**src/rtl/trap_pkg.sv**
```systemverilog
package trap_pkg;
    parameter int XLEN    = 32;
    parameter int CAUSE_W = 6;

    typedef enum logic [1:0] {
        PRIV_U = 2'd0,
        PRIV_S = 2'd1,
        PRIV_M = 2'd3
    } priv_e;

    typedef struct packed {
        logic               to_s;
        logic [CAUSE_W-1:0] cause;
        logic [XLEN-1:0]    tval;
    } route_t;

    // synchronous causes whose record keeps the faulting address
    function automatic logic keeps_addr(input logic [CAUSE_W-1:0] c);
        case (c)
            6'd0, 6'd1, 6'd4, 6'd5, 6'd6, 6'd7, 6'd12, 6'd13, 6'd15: return 1'b1;
            default: return 1'b0;
        endcase
    endfunction

    // environment call code seen from a given privilege
    function automatic logic [CAUSE_W-1:0] call_code(input logic [1:0] p);
        case (p)
            2'd0:    return CAUSE_W'(8);
            2'd1:    return CAUSE_W'(9);
            2'd2:    return CAUSE_W'(10);
            default: return CAUSE_W'(11);
        endcase
    endfunction
endpackage

```
**src/rtl/trap_router.sv**
```systemverilog
module trap_router
    import trap_pkg::*;
(
    input  logic               async_i,
    input  logic [CAUSE_W-1:0] cause_i,
    input  logic [XLEN-1:0]    addr_i,
    input  logic [1:0]         priv_i,
    input  logic [XLEN-1:0]    ideleg_i,
    input  logic [XLEN-1:0]    edeleg_i,
    output route_t             route_o
);
    localparam int IDX_W = $clog2(XLEN);

    logic [CAUSE_W-1:0] eff;
    logic [XLEN-1:0]    mask;
    logic               in_range;

    always_comb begin
        eff = (!async_i && cause_i == CAUSE_W'(8)) ? call_code(priv_i) : cause_i;
        mask = async_i ? ideleg_i : edeleg_i;
        in_range = 32'(eff) < 32'(XLEN);
        route_o.cause = eff;
        route_o.to_s  = (priv_i != PRIV_M) && in_range && mask[eff[IDX_W-1:0]];
        route_o.tval  = (!async_i && keeps_addr(eff)) ? addr_i : '0;
    end
endmodule

```
**src/rtl/trap_vec_gen.sv**
```systemverilog
module trap_vec_gen
    import trap_pkg::*;
(
    input  logic [XLEN-1:0]    base_i,
    input  logic               async_i,
    input  logic [CAUSE_W-1:0] cause_i,
    output logic [XLEN-1:0]    pc_o
);
    logic [XLEN-1:0] offs;

    always_comb begin
        offs = (async_i && base_i[1:0] == 2'd1) ? XLEN'({cause_i, 2'b00}) : '0;
        pc_o = {base_i[XLEN-1:2], 2'b00} + offs;
    end
endmodule

```
**src/rtl/trap_level_regs.sv**
```systemverilog
module trap_level_regs
    import trap_pkg::*;
(
    input  logic               clk,
    input  logic               rst,
    input  logic               wr_i,
    input  logic               async_i,
    input  logic [CAUSE_W-1:0] cause_i,
    input  logic [XLEN-1:0]    pc_i,
    input  logic [XLEN-1:0]    tval_i,
    output logic [XLEN-1:0]    cause_o,
    output logic [XLEN-1:0]    epc_o,
    output logic [XLEN-1:0]    tval_o
);
    localparam int PAD_W = XLEN - 1 - CAUSE_W;

    always_ff @(posedge clk) begin
        if (rst) begin
            cause_o <= '0;
            epc_o   <= '0;
            tval_o  <= '0;
        end else if (wr_i) begin
            cause_o <= {async_i, {PAD_W{1'b0}}, cause_i};
            epc_o   <= pc_i;
            tval_o  <= tval_i;
        end
    end

    p_epc_capture_r4: assert property (@(posedge clk) disable iff (rst)
        wr_i |=> epc_o == $past(pc_i));
    p_cause_flag_r3: assert property (@(posedge clk) disable iff (rst)
        wr_i |=> cause_o[XLEN-1] == $past(async_i));
    p_hold_r2: assert property (@(posedge clk) disable iff (rst)
        !wr_i |=> $stable(cause_o) && $stable(epc_o) && $stable(tval_o));
endmodule

```
**src/rtl/trap_entry_unit.sv**
```systemverilog
module trap_entry_unit
    import trap_pkg::*;
(
    input  logic               clk,
    input  logic               rst,
    input  logic               trap_req,
    input  logic               trap_async,
    input  logic [CAUSE_W-1:0] trap_cause,
    input  logic [XLEN-1:0]    trap_addr,
    input  logic [XLEN-1:0]    cur_pc,
    input  logic [XLEN-1:0]    ideleg,
    input  logic [XLEN-1:0]    edeleg,
    input  logic [XLEN-1:0]    s_vec,
    input  logic [XLEN-1:0]    m_vec,
    input  logic               ld_en,
    input  logic [1:0]         ld_priv,
    input  logic               ld_sie,
    input  logic               ld_mie,
    input  logic               resv_set,
    output logic [1:0]         priv,
    output logic               s_ie,
    output logic               s_pie,
    output logic               s_pp,
    output logic               m_ie,
    output logic               m_pie,
    output logic [1:0]         m_pp,
    output logic [XLEN-1:0]    s_cause,
    output logic [XLEN-1:0]    s_epc,
    output logic [XLEN-1:0]    s_tval,
    output logic [XLEN-1:0]    m_cause,
    output logic [XLEN-1:0]    m_epc,
    output logic [XLEN-1:0]    m_tval,
    output logic [XLEN-1:0]    new_pc,
    output logic               resv_valid,
    output logic               done
);
    localparam int LEVELS = 2;  // index 0 = supervisor, 1 = machine

    route_t          rt;
    logic [XLEN-1:0] vec_pc;
    logic [1:0]      ld_norm;
    logic [XLEN-1:0] cause_arr [LEVELS];
    logic [XLEN-1:0] epc_arr   [LEVELS];
    logic [XLEN-1:0] tval_arr  [LEVELS];

    trap_router u_router (
        .async_i  (trap_async),
        .cause_i  (trap_cause),
        .addr_i   (trap_addr),
        .priv_i   (priv),
        .ideleg_i (ideleg),
        .edeleg_i (edeleg),
        .route_o  (rt)
    );

    trap_vec_gen u_vec (
        .base_i  (rt.to_s ? s_vec : m_vec),
        .async_i (trap_async),
        .cause_i (rt.cause),
        .pc_o    (vec_pc)
    );

    for (genvar g = 0; g < LEVELS; g++) begin : g_lvl
        trap_level_regs u_regs (
            .clk     (clk),
            .rst     (rst),
            .wr_i    (trap_req && (rt.to_s == (g == 0))),
            .async_i (trap_async),
            .cause_i (rt.cause),
            .pc_i    (cur_pc),
            .tval_i  (rt.tval),
            .cause_o (cause_arr[g]),
            .epc_o   (epc_arr[g]),
            .tval_o  (tval_arr[g])
        );
    end

    assign s_cause = cause_arr[0];
    assign s_epc   = epc_arr[0];
    assign s_tval  = tval_arr[0];
    assign m_cause = cause_arr[1];
    assign m_epc   = epc_arr[1];
    assign m_tval  = tval_arr[1];

    assign ld_norm = (ld_priv == 2'd2) ? PRIV_U : ld_priv;

    always_ff @(posedge clk) begin
        if (rst) begin
            priv       <= PRIV_M;
            s_ie       <= 1'b0;
            s_pie      <= 1'b0;
            s_pp       <= 1'b0;
            m_ie       <= 1'b0;
            m_pie      <= 1'b0;
            m_pp       <= 2'd0;
            new_pc     <= '0;
            resv_valid <= 1'b0;
            done       <= 1'b0;
        end else begin
            done <= trap_req;
            if (trap_req) begin
                new_pc     <= vec_pc;
                resv_valid <= 1'b0;
                if (rt.to_s) begin
                    s_pie <= s_ie;
                    s_pp  <= priv[0];
                    s_ie  <= 1'b0;
                    priv  <= PRIV_S;
                end else begin
                    m_pie <= m_ie;
                    m_pp  <= priv;
                    m_ie  <= 1'b0;
                    priv  <= PRIV_M;
                end
            end else begin
                if (ld_en) begin
                    priv <= ld_norm;
                    s_ie <= ld_sie;
                    m_ie <= ld_mie;
                end
                if (ld_en && ld_norm != priv) begin
                    resv_valid <= 1'b0;
                end else if (resv_set) begin
                    resv_valid <= 1'b1;
                end
            end
        end
    end

    p_done_pulse_r9: assert property (@(posedge clk) disable iff (rst)
        trap_req |=> done);
    p_done_low_r9: assert property (@(posedge clk) disable iff (rst)
        !trap_req |=> !done);
    p_resv_drop_r8: assert property (@(posedge clk) disable iff (rst)
        trap_req |=> !resv_valid);
    p_sup_entry_r2: assert property (@(posedge clk) disable iff (rst)
        trap_req && rt.to_s |=> !s_ie && priv == PRIV_S && s_pie == $past(s_ie));
    p_mach_entry_r1: assert property (@(posedge clk) disable iff (rst)
        trap_req && !rt.to_s |=> !m_ie && priv == PRIV_M && m_pp == $past(priv));
    p_mach_no_deleg_r1: assert property (@(posedge clk) disable iff (rst)
        trap_req && priv == PRIV_M |=> priv == PRIV_M);
    p_pc_align_r6: assert property (@(posedge clk) disable iff (rst)
        done |-> new_pc[1:0] == 2'b00);
endmodule

```
**config.mk**
```make
export PLATFORM = sky130hd
export DESIGN_NAME = trap_entry_unit
export DESIGN_NICKNAME = d
export VERILOG_FILES = /design/src/rtl/trap_pkg.sv /design/src/rtl/trap_router.sv /design/src/rtl/trap_vec_gen.sv /design/src/rtl/trap_level_regs.sv /design/src/rtl/trap_entry_unit.sv
export SDC_FILE = /design/constraint.sdc
export NUM_CORES = 1
export LEC_CHECK = 0
export BUFFER_PORTS_ARGS = -buffer_cell sky130_fd_sc_hd__buf_4
export CAP_MARGIN = 20
export CELL_PAD_IN_SITES_DETAIL_PLACEMENT = 2
export CELL_PAD_IN_SITES_GLOBAL_PLACEMENT = 2
export CORE_ASPECT_RATIO = 0.9
export CORE_MARGIN = 2
export CORE_UTILIZATION = 25
export CTS_CLUSTER_DIAMETER = 120
export CTS_CLUSTER_SIZE = 16
export DETAILED_ROUTE_END_ITERATION = 6
export PLACE_DENSITY_LB_ADDON = 0.12
export REMOVE_ABC_BUFFERS = 1
export SLEW_MARGIN = 5
export SYNTH_ARGS = -nofsm -noshare
export SYNTH_HDL_FRONTEND = slang
export SYNTH_SLANG_ARGS = --single-unit
```
**constraint.sdc**
```tcl
create_clock -name clk -period 6.66 [get_ports clk]
set_input_delay 0.999 -clock clk [delete_from_list [all_inputs] [get_ports clk]]
set_output_delay 0.999 -clock clk [all_outputs]
set_load 0.02 [all_outputs]
```
==> results by group, run 1 <==
Outcome
  • Status: finished clean

Clock network
  • Total CTS buffers: 17
  • Max clock buf depth: 2
  • H-tree depth: 4
  • TritonCTS clock tree: done
  • Post-cts hold buffer count: 0
  • Clock-pin transition on the worst setup and hold timing paths: 70 ps
  • Clock latency on the worst-skew pair: 460 ps
  • Post-CTS Setup Bufs: 0
  • CTS sink count: 183
  • Root buffer selected by CTS: clkbuf_16
  • Post-CTS Resized: 0

Yosys
  • Async S/R FF share, synth: 0
  • Synth Area in Adders: 0.009846
  • Post-synth top cells: dfxtp_1, a21oi_1, nand2_1
  • Count leader, synth: dfxtp_1
  • Yosys reg bits: 183
  • Largest family of logic cells by synthesized area: simple AND/OR/NAND/NOR gates
  • Mux cell area share after synthesis: 0.02876
  • Mapped Cells: 1228
  • Post-synthesis compound-gate area fraction: 0.1987
  • Seq/Total Area, Yosys: 0.3793
  • Mapped Area: 0.009658 sq mm
  • Synth warn: 0
  • Yosys top cell area share: 0.3793
  • Simple logic cell fraction of the synthesized area: 0.2368
  • Yosys cell types: 72
  • Syn avg cell area: 7.865 sq um
  • Most common flop cell mapped by yosys: dfxtp_1
  • Area leader, netlist: dfxtp_1
  • Top post-synthesis cells by area: dfxtp_1, a21oi_1, nand3_1
  • Post-Synth XOR/XNOR Area: 0.04262
  • Number of synthesized flops with an enable pin: 0

Route
  • Initial drt markers: 413
  • Drt via density: 5.072
  • Routed len/inst: 20.97 microns
  • Total Wirelength: 42740 microns
  • DR pass1 iterations: 4
  • DRC viols: 0
  • Antenna-violating nets left: 0
  • Vias: 10340

GRT
  • Initial antenna violation count: 2
  • Met1 Track Usage GR: 0.2705
  • Total grt overflow: 0
  • Largest net degree at the start of global routing: 156
  • M3 GR Usage: 0.05023
  • GRT met2 Usage: 0.3462
  • Total track usage: 0.2084
  • GRT busiest layer: met2
  • First-pass GRT wire length: 64930 microns
  • Via count of the first global-routing pass: 10720

Placed design
  • GP Congestion: 0.8167
  • PortBufs: 390
  • DP Worst Slack: 382.2 ps
  • DP HPWL: 30080 microns
  • Placed cell count: 2007

STA
  • RSZ-0062 raised after global routing: false
  • Crit share post-route: 0.8736
  • Setup TNS: 0 ps
  • Final Hold Viols: 0
  • Fin. max-slew vios: 0
  • Setup WS post-layout: 842.0 ps
  • Final setup viols: 0
  • Crit path time final: 5818 ps
  • Worst-Margin Slew: 1060 ps
  • Final Skew: 7.312 ps
  • Peak Freq: 171.9 MHz
  • Rel. slew slack: 0.2937

Setup path
  • Data required time of the worst path: 7010 ps
  • CP Launch Type: input port
  • Arrival time of the worst setup path: 6170 ps
  • WS Path Type: in -> reg
  • CP endpoint kind: flop
  • Crit path max fanout: 21

Layout
  • Layout cell share with drive strength beyond 1: 0.2946
  • # diodes: 0
  • Area Growth Syn to Fin: 36.77%
  • Non-filler instance count after layout: 2038
  • Final nets: 1751

Flow run
  • Total of max-cap violations: 0

Floorplan
  • Die span in y: 190.5 microns
  • Die area: 0.04022 sq mm
  • Starting density of the core: 0.2528
  • Core box area: 0.03820 sq mm
  • I/O pin count: 443
  • Rows: 68
  • Die W: 211.2 microns

Power
  • Pwr Total: 2772 uW
  • Pwr dens: 209.9 mW/mm^2
  • P_leak: 0.005455 uW
  • Worst ir drop on vdd: 0.1625 mV

Worst hold path
  • Hold crit path type: reg -> reg
==> report_power, final <==
part	internal, uW	total [uW]	leakage (uW)	switching [uW]
combinational	203	525	0.00367	322
clock	613	1090	0.000299	479
sequential	1130	1160	0.00149	23.9
==> sequential cells by signal, indices dropped and copies added, names as in the netlist <==
signal / flops
done: 1
g_lvl.u_regs.cause_o: 14
g_lvl.u_regs.epc_o: 64
g_lvl.u_regs.tval_o: 64
m_ie: 1
m_pie: 1
m_pp: 2
new_pc: 30
priv: 2
resv_valid: 1
s_ie: 1
s_pie: 1
s_pp: 1
==> kinds of logic after synthesis <==
group	after synthesis
AND/OR/NAND/NOR	456
AO/OA/AOI/OAI	328
flip-flops	183
buffers and inverters	179
XOR/XNOR	47
multiplexers	27
adder cells (fa/ha/maj)	7
other	1
==> layout by cell type, fill, tap and decap left out, types with 4 or more instances in the layout <==
| cell type | n |
|---|---|
| nand3b_1 | 4 |
| a31o_2 | 4 |
| nand2_1 | 142 |
| and2_1 | 4 |
| nor4_1 | 7 |
| nand3_1 | 120 |
| nor3_1 | 14 |
| nor2b_1 | 7 |
| mux2i_1 | 21 |
| mux2_2 | 6 |
| clkinv_4 | 4 |
| or3_1 | 4 |
| and3_1 | 10 |
| ha_1 | 6 |
| nand2b_1 | 4 |
| xor2_1 | 21 |
| nor3b_1 | 10 |
| o21ai_0 | 77 |
| inv_1 | 11 |
| clkbuf_16 | 17 |
| a31oi_1 | 16 |
| nor2_1 | 41 |
| a21o_1 | 5 |
| nand4_1 | 77 |
| a211oi_1 | 7 |
| o21bai_1 | 4 |
| o211a_1 | 5 |
| a21oi_1 | 168 |
| xnor2_1 | 26 |
| o32ai_1 | 6 |
| buf_4 | 401 |
| dfxtp_1 | 183 |
| conb_1 | 52 |
==> area by class of cell <==
class / count / area (sq um)
clock buffers: 21 / 460.4
clock inverters: 10 / 146.4
fillers: 4508 / 24990
inverters: 13 / 50.05
multi-input cells: 917 / 5223
flip-flops and latches: 183 / 3664
well taps: 490 / 613.1
repair buffers: 404 / 3053
==> path summary, 6_finish.rpt <==
path | from | endpoint | slack, ps | cells past startpoint
setup / recovery | trap_cause[1] | new_pc[11]$_SDFFE_PP0P_ | 840 | 19
hold / removal | g_lvl[1].u_regs.cause_o[5]$_SDFFE_PP0P_ | g_lvl[1].u_regs.cause_o[5]$_SDFFE_PP0P_ | 460 | 2
setup reg to reg | priv[0]$_SDFFE_PP1P_ | new_pc[11]$_SDFFE_PP0P_ | 1150 | 19
hold reg to reg | g_lvl[1].u_regs.cause_o[5]$_SDFFE_PP0P_ | g_lvl[1].u_regs.cause_o[5]$_SDFFE_PP0P_ | 460 | 2
==> layer usage <==
layer | routed length [microns] | vias up
li1 | - | 4922
met1 | 19500 | 5133
met2 | 20350 | 238
met3 | 2077 | 40
met4 | 790 | 4
met5 | 29 | -
==> metrics by stage <==
step | hold slack [ps] | util | instance area, sq um
final | 457.5 | 0.3458 | 13210
after global placement | 442.6 | 0.3299 | 12600
after floorplan | 528.4 | - | 8899
after CTS | 459.8 | 0.3458 | 13210
after detailed placement | 449.5 | 0.3299 | 12600
after global routing | 482.9 | 0.3458 | 13210
==> critical path, stage by stage <==
cell	delay [ps]
buf_4	200
nand4bb_1	400
o21ai_2	670
and2_1	220
a211oi_1	40
a2111o_1	530
o22ai_4	190
mux2i_1	470
nor3b_1	150
ha_1	310
a21o_1	110
a21o_1	160
a2111oi_1	100
buf_4	170
nor2_1	670
nand4_1	210
xor2_1	200
nand2_1	90
a31o_2	270
Power figures use the tool's default switching activity.
==> inputs of run 2 (changes only) <==
--- a/config.mk
+++ b/config.mk
@@ -12,6 +12,7 @@
 export CORE_ASPECT_RATIO = 0.9
 export CORE_MARGIN = 2
 export CORE_UTILIZATION = 25
+export CTS_BUF_LIST = sky130_fd_sc_hd__clkbuf_16
 export CTS_CLUSTER_DIAMETER = 120
 export CTS_CLUSTER_SIZE = 16
 export DETAILED_ROUTE_END_ITERATION = 6
==> results by group, run 2 (synthesis results as in run 1) <==
Outcome
  • Status: finished clean

Setup path
  • Reg2reg setup slack: 1140 ps
  • WS Path Type: in -> reg
  • CP max stage delay: 670 ps
  • CP Launch Type: input port
  • Crit path max-delay family: compound AO/OA/AOI/OAI gates
  • Buf/Inv on CP: 2
  • Data required time of the worst path: 7010 ps
  • Worst r2r src: priv[0]$_SDFFE_PP1P_
  • Crit path max fanout: 13
  • Arrival time of the worst setup path: 6180 ps
  • R2R cell count: 19
  • RR Endpoint: new_pc[11]$_SDFFE_PP0P_
  • Slowest-stage cell, CP: nor2_1
  • Critical path, cell by cell: buf_4, or3_1, o21ai_2, and2_1, a211oi_1, a2111o_1, o22ai_4, mux2i_1, nor3b_1, ha_1, a21o_1, a21o_1, a2111oi_1, buf_4, nor2_1, nand4_1, xor2_1, nand2_1, a31o_2
  • CP endpoint kind: flop

Clock network
  • Total CTS buffers: 17
  • Clock-pin transition on the worst setup and hold timing paths: 70 ps
  • Post-CTS Resized: 0
  • Clock latency on the worst-skew pair: 450 ps
  • Post-cts hold buffer count: 0
  • TritonCTS clock tree: done
  • Post-CTS Setup Bufs: 0
  • H-tree depth: 4
  • CTS sink count: 183
  • Root buffer selected by CTS: clkbuf_16
  • Max clock buf depth: 2

Route
  • Initial drt markers: 474
  • DRC viols: 0
  • Vias: 10330
  • Routed len/inst: 20.98 microns
  • Total Wirelength: 42750 microns
  • Drt via density: 5.068
  • DR pass1 iterations: 4
  • Antenna-violating nets left: 0

Layout
  • Biggest regs: g_lvl.u_regs.epc_o: 64 flops, g_lvl.u_regs.tval_o: 64 flops, new_pc: 30 flops
  • FILL cells: 4513
  • Area Growth Syn to Fin: 36.56%
  • Non-filler instance count after layout: 2038
  • Commonest non-fill, non-tap cell in the layout: buf_4
  • Final Util: 0.3452
  • Commonest cells after routing, fill and taps aside: buf_4, dfxtp_1, a21oi_1
  • FF/Latch Area: 0.003664 sq mm
  • Layout cell share with drive strength beyond 1: 0.2933
  • Multi-input logic area: 0.005223 sq mm
  • # diodes: 0
  • Final nets: 1751

Floorplan
  • Core box area: 0.03820 sq mm
  • Starting density of the core: 0.2528
  • Die span in y: 190.5 microns
  • Rows: 68
  • Die area: 0.04022 sq mm
  • I/O pin count: 443
  • Die W: 211.2 microns

GRT
  • M3 GR Usage: 0.04924
  • Via count of the first global-routing pass: 10730
  • GRT met2 Usage: 0.3464
  • Total grt overflow: 0
  • Met1 Track Usage GR: 0.2707
  • Initial antenna violation count: 2
  • Largest net degree at the start of global routing: 156
  • GRT busiest layer: met2
  • First-pass GRT wire length: 64960 microns
  • Total track usage: 0.2084

STA
  • Worst-Margin Slew: 1061 ps
  • Setup TNS: 0 ps
  • Crit path time final: 5828 ps
  • Crit share post-route: 0.8751
  • Fin. max-slew vios: 0
  • Rel. slew slack: 0.2924
  • Final Hold Viols: 0
  • Final Skew: 9.955 ps
  • Final setup viols: 0
  • Peak Freq: 171.6 MHz
  • RSZ-0062 raised after global routing: false

Power
  • Pwr dens: 207.9 mW/mm^2
  • Pwr Total: 2742 uW
  • P_leak: 0.005452 uW
  • Worst ir drop on vdd: 0.1622 mV

Flow run
  • Total of max-cap violations: 0

Placed design
  • DP HPWL: 30080 microns
  • GP Congestion: 0.8167
  • Placed cell count: 2007
  • PortBufs: 390

Worst hold path
  • Min-Delay Path Depth: 2
  • Hold crit path type: reg -> reg
  • Hold Path Origin: g_lvl[1].u_regs.cause_o[5]$_SDFFE_PP0P_
  • Min-Delay Endpoint: g_lvl[1].u_regs.cause_o[5]$_SDFFE_PP0P_
run 2: how the worst max path moves through the flow:
stage | start | endpoint | slack, ps | depth (start not counted)
after floorplan | trap_async | new_pc[11]$_SDFFE_PP0P_ | -1350 | 17
after global placement | trap_cause[5] | new_pc[11]$_SDFFE_PP0P_ | 580 | 19
after detailed placement | trap_cause[1] | new_pc[11]$_SDFFE_PP0P_ | 380 | 19
after CTS | trap_cause[1] | new_pc[11]$_SDFFE_PP0P_ | 860 | 19
after global routing | trap_cause[3] | new_pc[26]$_SDFFE_PP0P_ | 290 | 18
final | trap_cause[5] | new_pc[11]$_SDFFE_PP0P_ | 830 | 19
run 2: layout make-up:
class / instances / area share
Multi-Input combinational cell: 917 / 0.3960
Clock inverter: 14 / 0.01224
Inverter: 13 / 0.003795
Timing Repair Buffer: 404 / 0.2315
Tap cell: 490 / 0.04649
Clock buffer: 17 / 0.03226
Sequential cell: 183 / 0.2778
run 2: report_power, final:
part           switching [uW]  total, uW  internal [uW]
combinational             322        525            203
sequential               24.0       1160           1130
clock                     475       1060            586
total                     821       2740           1920
run 2: per-layer routing:
layer  up-vias  routed length (microns)
met5         -                       29
met3        40                     2100
li1       4922                        -
met2       239                    20430
met1      5124                    19390
met4         4                      807
run 2: worst min-delay path: cells and delay by family, from the launching register on:
family	cells	cell delay, ps
AO/OA/AOI/OAI	1	50
flip-flops	1	310
AND/OR/NAND/NOR	1	50
run 2: per-stage QoR:
stage	worst slack, ps	area (sq um)	hold slack [ps]
2_1_floorplan	-1349	8899	528.4
3_3_place_gp	578.8	12600	442.6
3_5_place_dp	382.2	12600	449.5
4_1_cts	861.0	13190	459.8
5_1_grt	288.8	13190	482.9
6_report	831.7	13190	457.4
